<file path="src/rtl/synth_loader_pkg.sv">
package synth_loader_pkg;

  localparam int TAG_W = 2;

  typedef enum logic [TAG_W-1:0] {
    LATCH_CTL = 2'd0,
    LATCH_REF = 2'd1,
    LATCH_FB  = 2'd2
  } latch_sel_e;

  typedef enum logic [2:0] {
    ST_IDLE,
    ST_SEND,
    ST_SETTLE,
    ST_LOCK_A,
    ST_RETRY,
    ST_LOCK_B
  } seq_state_e;

endpackage

</file>
<file path="src/rtl/spi_word_tx.sv">
module spi_word_tx #(
  parameter int WORD_W   = 24,
  parameter int HALF_CYC = 2
) (
  input  logic              clk,
  input  logic              rst,
  input  logic              go,
  input  logic [WORD_W-1:0] data,
  output logic              cs_n,
  output logic              sclk,
  output logic              mosi,
  output logic              fin
);
  localparam int HC_W  = (HALF_CYC > 1) ? $clog2(HALF_CYC) : 1;
  localparam int BIT_W = $clog2(WORD_W);
  localparam logic [HC_W-1:0]  HC_LAST  = HC_W'(HALF_CYC - 1);
  localparam logic [BIT_W-1:0] BIT_LAST = BIT_W'(WORD_W - 1);

  logic              active_q;
  logic [HC_W-1:0]   hcnt_q;
  logic [BIT_W-1:0]  bcnt_q;
  logic [WORD_W-1:0] shreg_q;

  always_ff @(posedge clk) begin
    if (rst) begin
      active_q <= 1'b0;
      hcnt_q   <= '0;
      bcnt_q   <= '0;
      shreg_q  <= '0;
      cs_n     <= 1'b1;
      sclk     <= 1'b0;
      fin      <= 1'b0;
    end else begin
      fin <= 1'b0;
      if (!active_q) begin
        if (go) begin
          active_q <= 1'b1;
          cs_n     <= 1'b0;
          sclk     <= 1'b0;
          hcnt_q   <= '0;
          bcnt_q   <= '0;
          shreg_q  <= data;
        end
      end else if (hcnt_q == HC_LAST) begin
        hcnt_q <= '0;
        if (!sclk) begin
          sclk <= 1'b1;
        end else begin
          sclk <= 1'b0;
          if (bcnt_q == BIT_LAST) begin
            active_q <= 1'b0;
            cs_n     <= 1'b1;
            fin      <= 1'b1;
          end else begin
            bcnt_q  <= bcnt_q + 1'b1;
            shreg_q <= {shreg_q[WORD_W-2:0], 1'b0};
          end
        end
      end else begin
        hcnt_q <= hcnt_q + 1'b1;
      end
    end
  end

  assign mosi = shreg_q[WORD_W-1];

endmodule

</file>
<file path="src/rtl/delay_timer.sv">
module delay_timer #(
  parameter int CNT_W = 8
) (
  input  logic             clk,
  input  logic             rst,
  input  logic             load,
  input  logic [CNT_W-1:0] load_val,
  output logic             expired
);
  logic [CNT_W-1:0] cnt_q;

  always_ff @(posedge clk) begin
    if (rst) begin
      cnt_q <= '0;
    end else if (load) begin
      cnt_q <= load_val;
    end else if (cnt_q != '0) begin
      cnt_q <= cnt_q - 1'b1;
    end
  end

  assign expired = (cnt_q == CNT_W'(1));

endmodule

</file>
<file path="src/rtl/synth_loader.sv">
module synth_loader
  import synth_loader_pkg::*;
#(
  parameter int WORD_W    = 24,
  parameter int HALF_CYC  = 4,
  parameter int CLK_HZ    = 100_000_000,
  parameter int SETTLE_US = 10_000,
  parameter int RETRY_US  = 100_000,
  parameter int SYNC_FF   = 2
) (
  input  logic              clk,
  input  logic              rst,
  input  logic              start,
  input  logic [WORD_W-1:0] ref_word,
  input  logic [WORD_W-1:0] ctl_word,
  input  logic [WORD_W-1:0] fb_word,
  input  logic              lock_in,
  output logic              spi_cs_n,
  output logic              spi_sclk,
  output logic              spi_mosi,
  output logic              busy,
  output logic              done,
  output logic              locked
);
  localparam int CYC_PER_US = CLK_HZ / 1_000_000;
  localparam int SETTLE_CYC = CYC_PER_US * SETTLE_US;
  localparam int RETRY_CYC  = CYC_PER_US * RETRY_US;
  localparam int MAX_CYC    = (SETTLE_CYC > RETRY_CYC) ? SETTLE_CYC : RETRY_CYC;
  localparam int CNT_W      = $clog2(MAX_CYC + 1);

  seq_state_e        state_q;
  logic [1:0]        idx_q;
  logic              first_q;
  logic [WORD_W-1:0] ref_q, ctl_q, fb_q;
  logic              go_q;
  logic              tmr_load_q;
  logic [CNT_W-1:0]  tmr_val_q;
  logic              tmr_exp;
  logic              tx_fin;
  logic [WORD_W-1:0] tx_data;
  logic [SYNC_FF-1:0] sync_q;
  logic              lock_s;

  // lock-detect synchronizer
  always_ff @(posedge clk) begin
    if (rst) sync_q <= '0;
    else     sync_q <= {sync_q[SYNC_FF-2:0], lock_in};
  end
  assign lock_s = sync_q[SYNC_FF-1];

  // word select with latch tag in the low bits
  always_comb begin
    unique case (idx_q)
      2'd0:    tx_data = {ref_q[WORD_W-1:TAG_W], LATCH_REF};
      2'd1:    tx_data = {ctl_q[WORD_W-1:TAG_W], LATCH_CTL};
      default: tx_data = {fb_q[WORD_W-1:TAG_W],  LATCH_FB};
    endcase
  end

  always_ff @(posedge clk) begin
    if (rst) begin
      state_q    <= ST_IDLE;
      idx_q      <= 2'd0;
      first_q    <= 1'b1;
      ref_q      <= '0;
      ctl_q      <= '0;
      fb_q       <= '0;
      go_q       <= 1'b0;
      tmr_load_q <= 1'b0;
      tmr_val_q  <= '0;
      busy       <= 1'b0;
      done       <= 1'b0;
      locked     <= 1'b0;
    end else begin
      go_q       <= 1'b0;
      tmr_load_q <= 1'b0;
      done       <= 1'b0;
      unique case (state_q)
        ST_IDLE: begin
          if (start) begin
            ref_q   <= ref_word;
            ctl_q   <= ctl_word;
            fb_q    <= fb_word;
            idx_q   <= 2'd0;
            go_q    <= 1'b1;
            busy    <= 1'b1;
            state_q <= ST_SEND;
          end
        end
        ST_SEND: begin
          if (tx_fin) begin
            if (idx_q == 2'd0) begin
              idx_q <= 2'd1;
              go_q  <= 1'b1;
            end else if (idx_q == 2'd1) begin
              if (first_q) begin
                tmr_load_q <= 1'b1;
                tmr_val_q  <= CNT_W'(SETTLE_CYC);
                state_q    <= ST_SETTLE;
              end else begin
                idx_q <= 2'd2;
                go_q  <= 1'b1;
              end
            end else begin
              state_q <= ST_LOCK_A;
            end
          end
        end
        ST_SETTLE: begin
          if (tmr_exp) begin
            first_q <= 1'b0;
            idx_q   <= 2'd2;
            go_q    <= 1'b1;
            state_q <= ST_SEND;
          end
        end
        ST_LOCK_A: begin
          if (lock_s) begin
            locked  <= 1'b1;
            done    <= 1'b1;
            busy    <= 1'b0;
            state_q <= ST_IDLE;
          end else begin
            tmr_load_q <= 1'b1;
            tmr_val_q  <= CNT_W'(RETRY_CYC);
            state_q    <= ST_RETRY;
          end
        end
        ST_RETRY: begin
          if (tmr_exp) state_q <= ST_LOCK_B;
        end
        ST_LOCK_B: begin
          locked  <= lock_s;
          done    <= 1'b1;
          busy    <= 1'b0;
          state_q <= ST_IDLE;
        end
        default: state_q <= ST_IDLE;
      endcase
    end
  end

  delay_timer #(.CNT_W(CNT_W)) u_timer (
    .clk      (clk),
    .rst      (rst),
    .load     (tmr_load_q),
    .load_val (tmr_val_q),
    .expired  (tmr_exp)
  );

  spi_word_tx #(.WORD_W(WORD_W), .HALF_CYC(HALF_CYC)) u_tx (
    .clk  (clk),
    .rst  (rst),
    .go   (go_q),
    .data (tx_data),
    .cs_n (spi_cs_n),
    .sclk (spi_sclk),
    .mosi (spi_mosi),
    .fin  (tx_fin)
  );

endmodule

</file>
<file path="config.mk">
export PLATFORM = sky130hd
export DESIGN_NAME = synth_loader
export DESIGN_NICKNAME = d
export VERILOG_FILES = /design/src/rtl/synth_loader_pkg.sv /design/src/rtl/spi_word_tx.sv /design/src/rtl/delay_timer.sv /design/src/rtl/synth_loader.sv
export SDC_FILE = /design/constraint.sdc
export NUM_CORES = 1
export LEC_CHECK = 0
export ABC_AREA = 0
export BUFFER_PORTS_ARGS = -buffer_cell sky130_fd_sc_hd__buf_2
export CAP_MARGIN = 5
export CELL_PAD_IN_SITES_DETAIL_PLACEMENT = 1
export CELL_PAD_IN_SITES_GLOBAL_PLACEMENT = 1
export CORE_MARGIN = 10
export CORE_UTILIZATION = 47
export DETAILED_ROUTE_END_ITERATION = 12
export GPL_TIMING_DRIVEN = 1
export PLACE_DENSITY = 0.81
export SLEW_MARGIN = 20
export SYNTH_ARGS = -nofsm -noshare
export SYNTH_HDL_FRONTEND = slang
export SYNTH_SLANG_ARGS = --single-unit
</file>
<file path="constraint.sdc">
create_clock -name clk -period 4.1 [get_ports clk]
set_input_delay 0 -clock clk [delete_from_list [all_inputs] [get_ports clk]]
set_output_delay 0 -clock clk [all_outputs]
set_load 0.05 [all_outputs]
</file>
==> results of run 1 <==
==> cells by family after synthesis <==
family	synth area share (%)
xor gates and xnor gates	3.03
and+or+nand+nor	23.2
AOI/OAI and AO/OA	16.8
adders and majority gates	0.985
DFF	44.4
muxes	7.27
buffers and inverters	4.18
==> worst max-delay path by stage <==
| stage | cells after the start | start | slack [ps] | end |
|---|---|---|---|---|
| floorplan | 5 | u_tx.sclk | 2130 | u_tx.shreg_q[10] |
| global placement | 7 | u_timer.cnt_q[0] | 1920 | u_timer.cnt_q[17] |
| detailed placement | 5 | u_timer.cnt_q[5] | 1760 | u_timer.cnt_q[17] |
| CTS | 7 | u_timer.cnt_q[0] | 1740 | u_timer.cnt_q[17] |
| global route | 5 | u_timer.cnt_q[5] | 1580 | u_timer.cnt_q[17] |
| finish | 5 | u_timer.cnt_q[5] | 1750 | u_timer.cnt_q[17] |
==> cell usage in the layout (no fill, tap or decap), drive strengths merged, types with 7 or more instances in the layout <==
| cell | count |
|---|---|
| xnor2 | 7 |
| or3 | 7 |
| o21ai | 34 |
| mux2i | 45 |
| nor3 | 16 |
| buf | 82 |
| dfxtp | 141 |
| nor4 | 7 |
| nor2b | 7 |
| clkbuf | 20 |
| nor2 | 61 |
| xor2 | 15 |
| inv | 13 |
| a21oi | 89 |
| nand3 | 7 |
| dlygate4sd3 | 67 |
| nand2 | 168 |
| a211oi | 30 |
==> critical path, cell delays in order (launching register included) <==
cell and delay (ps):
dfxtp_1 360, nor3_1 450, nand4_2 410, nor2_2 590
nor4_1 120, o31a_1 290
==> state kept, by name, summed over array words and instances (netlist names), 3 cells and up <==
name and count:
u_timer.cnt_q 24, u_tx.shreg_q 24, ctl_q 22, fb_q 22, ref_q 22, u_tx.bcnt_q 5, state_q 3, tmr_val_q 3
==> stage by stage <==
stage	instance area [sq um]	util, %	cells	setup slack, ps
2_1_floorplan	6350	-	760	2130
3_3_place_gp	6810	51.4	965	1920
3_5_place_dp	6810	51.4	965	1760
4_1_cts	8090	61.1	1064	1740
5_1_grt	8100	61.2	1067	1580
6_report	8100	61.2	1067	1750
==> what timing repair did <==
action / 4_1_cts / 5_1_grt
endpoints found under the hold margin: 67 / 0
setup buffers: 0 / 0
hold buffers: 67 / 0
==> layer usage <==
| metal | track usage, % | vias to the layer above | routed length, microns |
|---|---|---|---|
| met2 | 41.4 | 149 | 11200 |
| met3 | 5.42 | 37 | 937 |
| li1 | - | 2845 | - |
| met1 | 26.3 | 2970 | 8670 |
| met5 | 0 | - | 0 |
| met4 | 10.2 | 0 | 534 |
==> power breakdown <==
part / internal (mW) / total, mW / leakage [nW] / switching, mW
clock network: 1.03 / 1.65 / 0.300 / 0.617
logic: 0.522 / 1.28 / 1.60 / 0.763
registers: 1.52 / 1.68 / 1.15 / 0.154
total: 3.07 / 4.61 / 3.06 / 1.53
==> cell type report <==
type / instances / area, sq um
multi-input cells: 553 / 3280
repair buffers: 149 / 1100
clock inverters: 12 / 169
flip-flops and latches: 141 / 2820
clock buffers: 20 / 447
diodes: 3 / 7.51
inverters: 13 / 48.8
well taps: 176 / 220
fillers: 1555 / 5140
==> flow_metrics.env, run 1 <==
export IMPL_antenna_found_initial=3
export IMPL_area_delta_synth_final_pct=27.5
export IMPL_start_kind="flip-flop"
export IMPL_overflow=0
export IMPL_hold_slack_ps=68.0
export IMPL_wl_per_cell_microns=20.0
export IMPL_min_delay_start="start"
export IMPL_grt_setup_unrepaired="false"
export IMPL_reg2reg_depth=5
export IMPL_die_h_microns=136
export IMPL_yosys_cell_count_top_type="nand2_1"
export IMPL_fin_crit_sh_pct=57.2
export IMPL_tns_ps=0
export IMPL_crit_path_end_kind="flip-flop"
export IMPL_port_buffers=75
export IMPL_core_area_sq_mm=0.0132
export IMPL_synth_edf_count=0
export IMPL_async_reset_ff_share_pct=0
export IMPL_power_per_cell_area_mw_per_mm2=569
export IMPL_grt_max_degree=91
export IMPL_path_clk_slew_ps=60
export IMPL_outcome="finished, final reports clean"
export IMPL_drt_iter0_drc=433
export IMPL_power_leakage_nw=3.06
export IMPL_synth_seq_cells=141
export IMPL_drv_cap=0
export IMPL_grt_pass1_vias=6590
export IMPL_ctsRootBufferMaster="clkbuf_16"
export IMPL_crit_fanout=13
export IMPL_critPathArrivalTime_ps=2660
export IMPL_clock_latency_ps=430
export IMPL_finalHoldViolCount=0
export IMPL_syn_num_nets=841
export IMPL_synthCells=760
export IMPL_synthTopCellsByCount="167 x nand2_1, 141 x dfxtp_1, 89 x a21oi_1"
export IMPL_post_route_min_period_ps=2350
export IMPL_dp_hpwl_microns=11000
export IMPL_yosys_area_top_type_share_pct=44.4
export IMPL_crit_type="flip-flop to flip-flop"
export IMPL_timing_slew_headroom_pct=32.3
export IMPL_firstDrtPassIters=4
export IMPL_vias_per_cell=5.62
export IMPL_max_freq_ghz=0.426
export IMPL_hold_path_class="primary input to flip-flop"
export IMPL_rows=42
export IMPL_synth_cell_types=61
export IMPL_cts_max_level=4
export IMPL_yosys_warnings=0
export IMPL_gp_congestion=0.821
export IMPL_drc=0
export IMPL_postRouteAntennaNets=0
export IMPL_clock_skew_ps=7.50
export IMPL_start_util_pct=48.0
export IMPL_synthTopCellsByArea="dfxtp_1 44%, nand2_1 9.9%, mux2i_1 7.1%, a21oi_1 7.0%, nor2_1 3.5%"
export IMPL_r2r_start="u_timer.cnt_q[5]"
export IMPL_r2r_end="u_timer.cnt_q[17]"
export IMPL_ys_flop_type="dfxtp_1"
export IMPL_die_w_microns=136
export IMPL_cts_buffers=17
export IMPL_synth_avg_cell_area_sq_um=8.36
export IMPL_dieArea_sq_mm=0.0186
export IMPL_dr_total_vias=6001
export IMPL_drive_above_1_share_pct=16.1
export IMPL_grt_use_total_pct=23.5
export IMPL_r2r_setup_slack_ps=1750
export IMPL_routed_wl_microns=21400
export IMPL_cts_tree="done"
export IMPL_hold_depth=4
export IMPL_clock_sinks=141
export IMPL_min_to="state_q[0]"
export IMPL_setup_viol=0
export IMPL_max_slew_worst_pin_slew_ps=1020
export IMPL_nets=956
export IMPL_syn_area_sq_mm=0.00635
export IMPL_grt_pass1_wl_microns=34900
export IMPL_ctsResizeCount=0
export IMPL_io_pin_count=82
export IMPL_worstPathRequired_ps=4420
export IMPL_slew_viol_final=0
export IMPL_peakVddDrop_mv=0.340
export IMPL_clk_path_buf_depth=2
export IMPL_power_mw=4.61
export IMPL_yosysSeqAreaShare_pct=44.4
export IMPL_yosys_area_top_type="dfxtp_1"
No activity file was read; power rests on OpenSTA's default activity.
==> run 2: changes to the inputs <==
- CORE_UTILIZATION: 47 -> 39
- PLACE_DENSITY: 0.81 -> 0.72
- clock period: 4.1 -> 2.05 ns (I/O delays scaled with it)
==> flow_metrics.env, run 2 (synthesized netlist as in run 1, its figures left out) <==
export IMPL_multi_input_area_sq_mm=0.00332
export IMPL_drv_cap=0
export IMPL_dieArea_sq_mm=0.0218
export IMPL_fin_crit_sh_pct=94.0
export IMPL_finalHoldViolCount=0
export IMPL_regArea_sq_mm=0.00282
export IMPL_core_area_sq_mm=0.0159
export IMPL_wl_per_cell_microns=16.8
export IMPL_worstPathRequired_ps=2360
export IMPL_overflow=0
export IMPL_drt_iter0_drc=225
export IMPL_grt_pass1_wl_microns=31600
export IMPL_utilization_pct=52.6
export IMPL_clock_sinks=141
export IMPL_crit_type="flip-flop to flip-flop"
export IMPL_ctsRootBufferMaster="clkbuf_16"
export IMPL_clock_skew_ps=11.1
export IMPL_routed_wl_microns=18900
export IMPL_power_per_cell_area_mw_per_mm2=1130
export IMPL_netSwitchingFraction_pct=32.6
export IMPL_layout_commonest_cell="nand2_1"
export IMPL_grt_setup_unrepaired="false"
export IMPL_clock_latency_ps=420
export IMPL_crit_fanout=6
export IMPL_peakVddDrop_mv=0.712
export IMPL_path_clk_slew_ps=60
export IMPL_max_slew_worst_pin_slew_ps=589
export IMPL_layout_common_cells="167 x nand2_1, 141 x dfxtp_1, 89 x a21oi_1"
export IMPL_pwr_share_seq_pct=35.3
export IMPL_tns_ps=0
export IMPL_clock_power_share_pct=33.8
export IMPL_hold_path_class="primary input to flip-flop"
export IMPL_grt_use_total_pct=17.4
export IMPL_io_pin_count=82
export IMPL_die_h_microns=148
export IMPL_area_delta_synth_final_pct=31.9
export IMPL_fin_cells=1124
export IMPL_clk_path_buf_depth=2
export IMPL_antenna_found_initial=1
export IMPL_power_leakage_nw=3.16
export IMPL_drive_above_1_share_pct=18.0
export IMPL_max_freq_ghz=0.519
export IMPL_cts_max_level=4
export IMPL_gp_congestion=0.822
export IMPL_nFillCells=1868
export IMPL_cts_tree="done"
export IMPL_dr_total_vias=5766
export IMPL_post_route_min_period_ps=1930
export IMPL_cts_buffers=17
export IMPL_rows=46
export IMPL_die_w_microns=148
export IMPL_largest_registers="u_timer.cnt_q: 24 flops, u_tx.shreg_q: 24 flops"
export IMPL_start_kind="flip-flop"
export IMPL_setup_viol=0
export IMPL_nets=976
export IMPL_hold_slack_ps=118
export IMPL_reg2reg_depth=6
export IMPL_postRouteAntennaNets=0
export IMPL_dp_cells=1022
export IMPL_p_comb_share_pct=30.9
export IMPL_start_util_pct=39.8
export IMPL_crit_path_end_kind="flip-flop"
export IMPL_timing_slew_headroom_pct=60.7
export IMPL_grt_max_degree=103
export IMPL_firstDrtPassIters=4
export IMPL_slew_viol_final=0
export IMPL_grt_pass1_vias=6390
export IMPL_critPathArrivalTime_ps=2240
export IMPL_vias_per_cell=5.13
export IMPL_dp_hpwl_microns=11500
export IMPL_drc=0
export IMPL_hold_depth=4
export IMPL_p_int_mw=6.40
export IMPL_power_mw=9.50
export IMPL_outcome="finished, final reports clean"
export IMPL_port_buffers=75
export IMPL_power_switching_mw=3.10
run 2: power groups by stage:
stage	logic [mW]	registers (mW)	clock network, mW
finish	2.94	3.35	3.21
global route	3.24	3.39	3.38
CTS	2.86	3.34	3.26
detailed placement	2.67	3.39	0
global placement	2.56	3.36	0
floorplan	1.90	3.35	0
run 2: worst paths after layout:
| kind | slack (ps) | from | to |
|---|---|---|---|
| setup / recovery | 120 | u_timer.cnt_q[19] | u_timer.cnt_q[23] |
| setup reg to reg | 120 | u_timer.cnt_q[19] | u_timer.cnt_q[23] |
| hold reg to reg | 450 | sync_q[0] | sync_q[1] |
| hold / removal | 120 | start | state_q[0] |
run 2: timing repair:
item / in CTS / in global routing
pin swaps: 0 / 2
endpoints found under the hold margin: 80 / 0
hold buffers: 69 / 0
endpoints found under the setup margin: 1 / 11
resized for setup: 1 / 5
cloned: 0 / 0
setup buffers: 0 / 1
run 2: stage by stage:
step                instance area [sq um]  setup slack (ps)
floorplan                            6350              80.2
global placement                     7030               139
detailed placement                   7030              17.3
CTS                                  8340             0.937
global route                         8380              28.8
finish                               8380               123
run 2: cell type report:
type	instances	share of cell area, %
clock buffer	22	5.66
inverter	13	0.582
antenna	1	0.0299
multi-input combinational	553	39.6
sequential	141	33.7
clock inverter	9	1.63
tap	216	3.23
timing repair buffer	169	15.6
run 2: metal layers:
layer | up-vias | track usage, % | share of wire, %
met1 | 2798 | 20.2 | 45
met4 | 0 | 4.81 | 0.88
met5 | - | 0 | 0
li1 | 2875 | - | -
met2 | 81 | 30.9 | 50
met3 | 12 | 4.55 | 3.3
run 2: critical path, cell delays in order, from the launching register on:
cell     delay, ps
dfxtp_1        370
nor4_4         280
buf_4          180
nand4_4        130
nor4_2         330
mux2_1         360
o21a_1         170
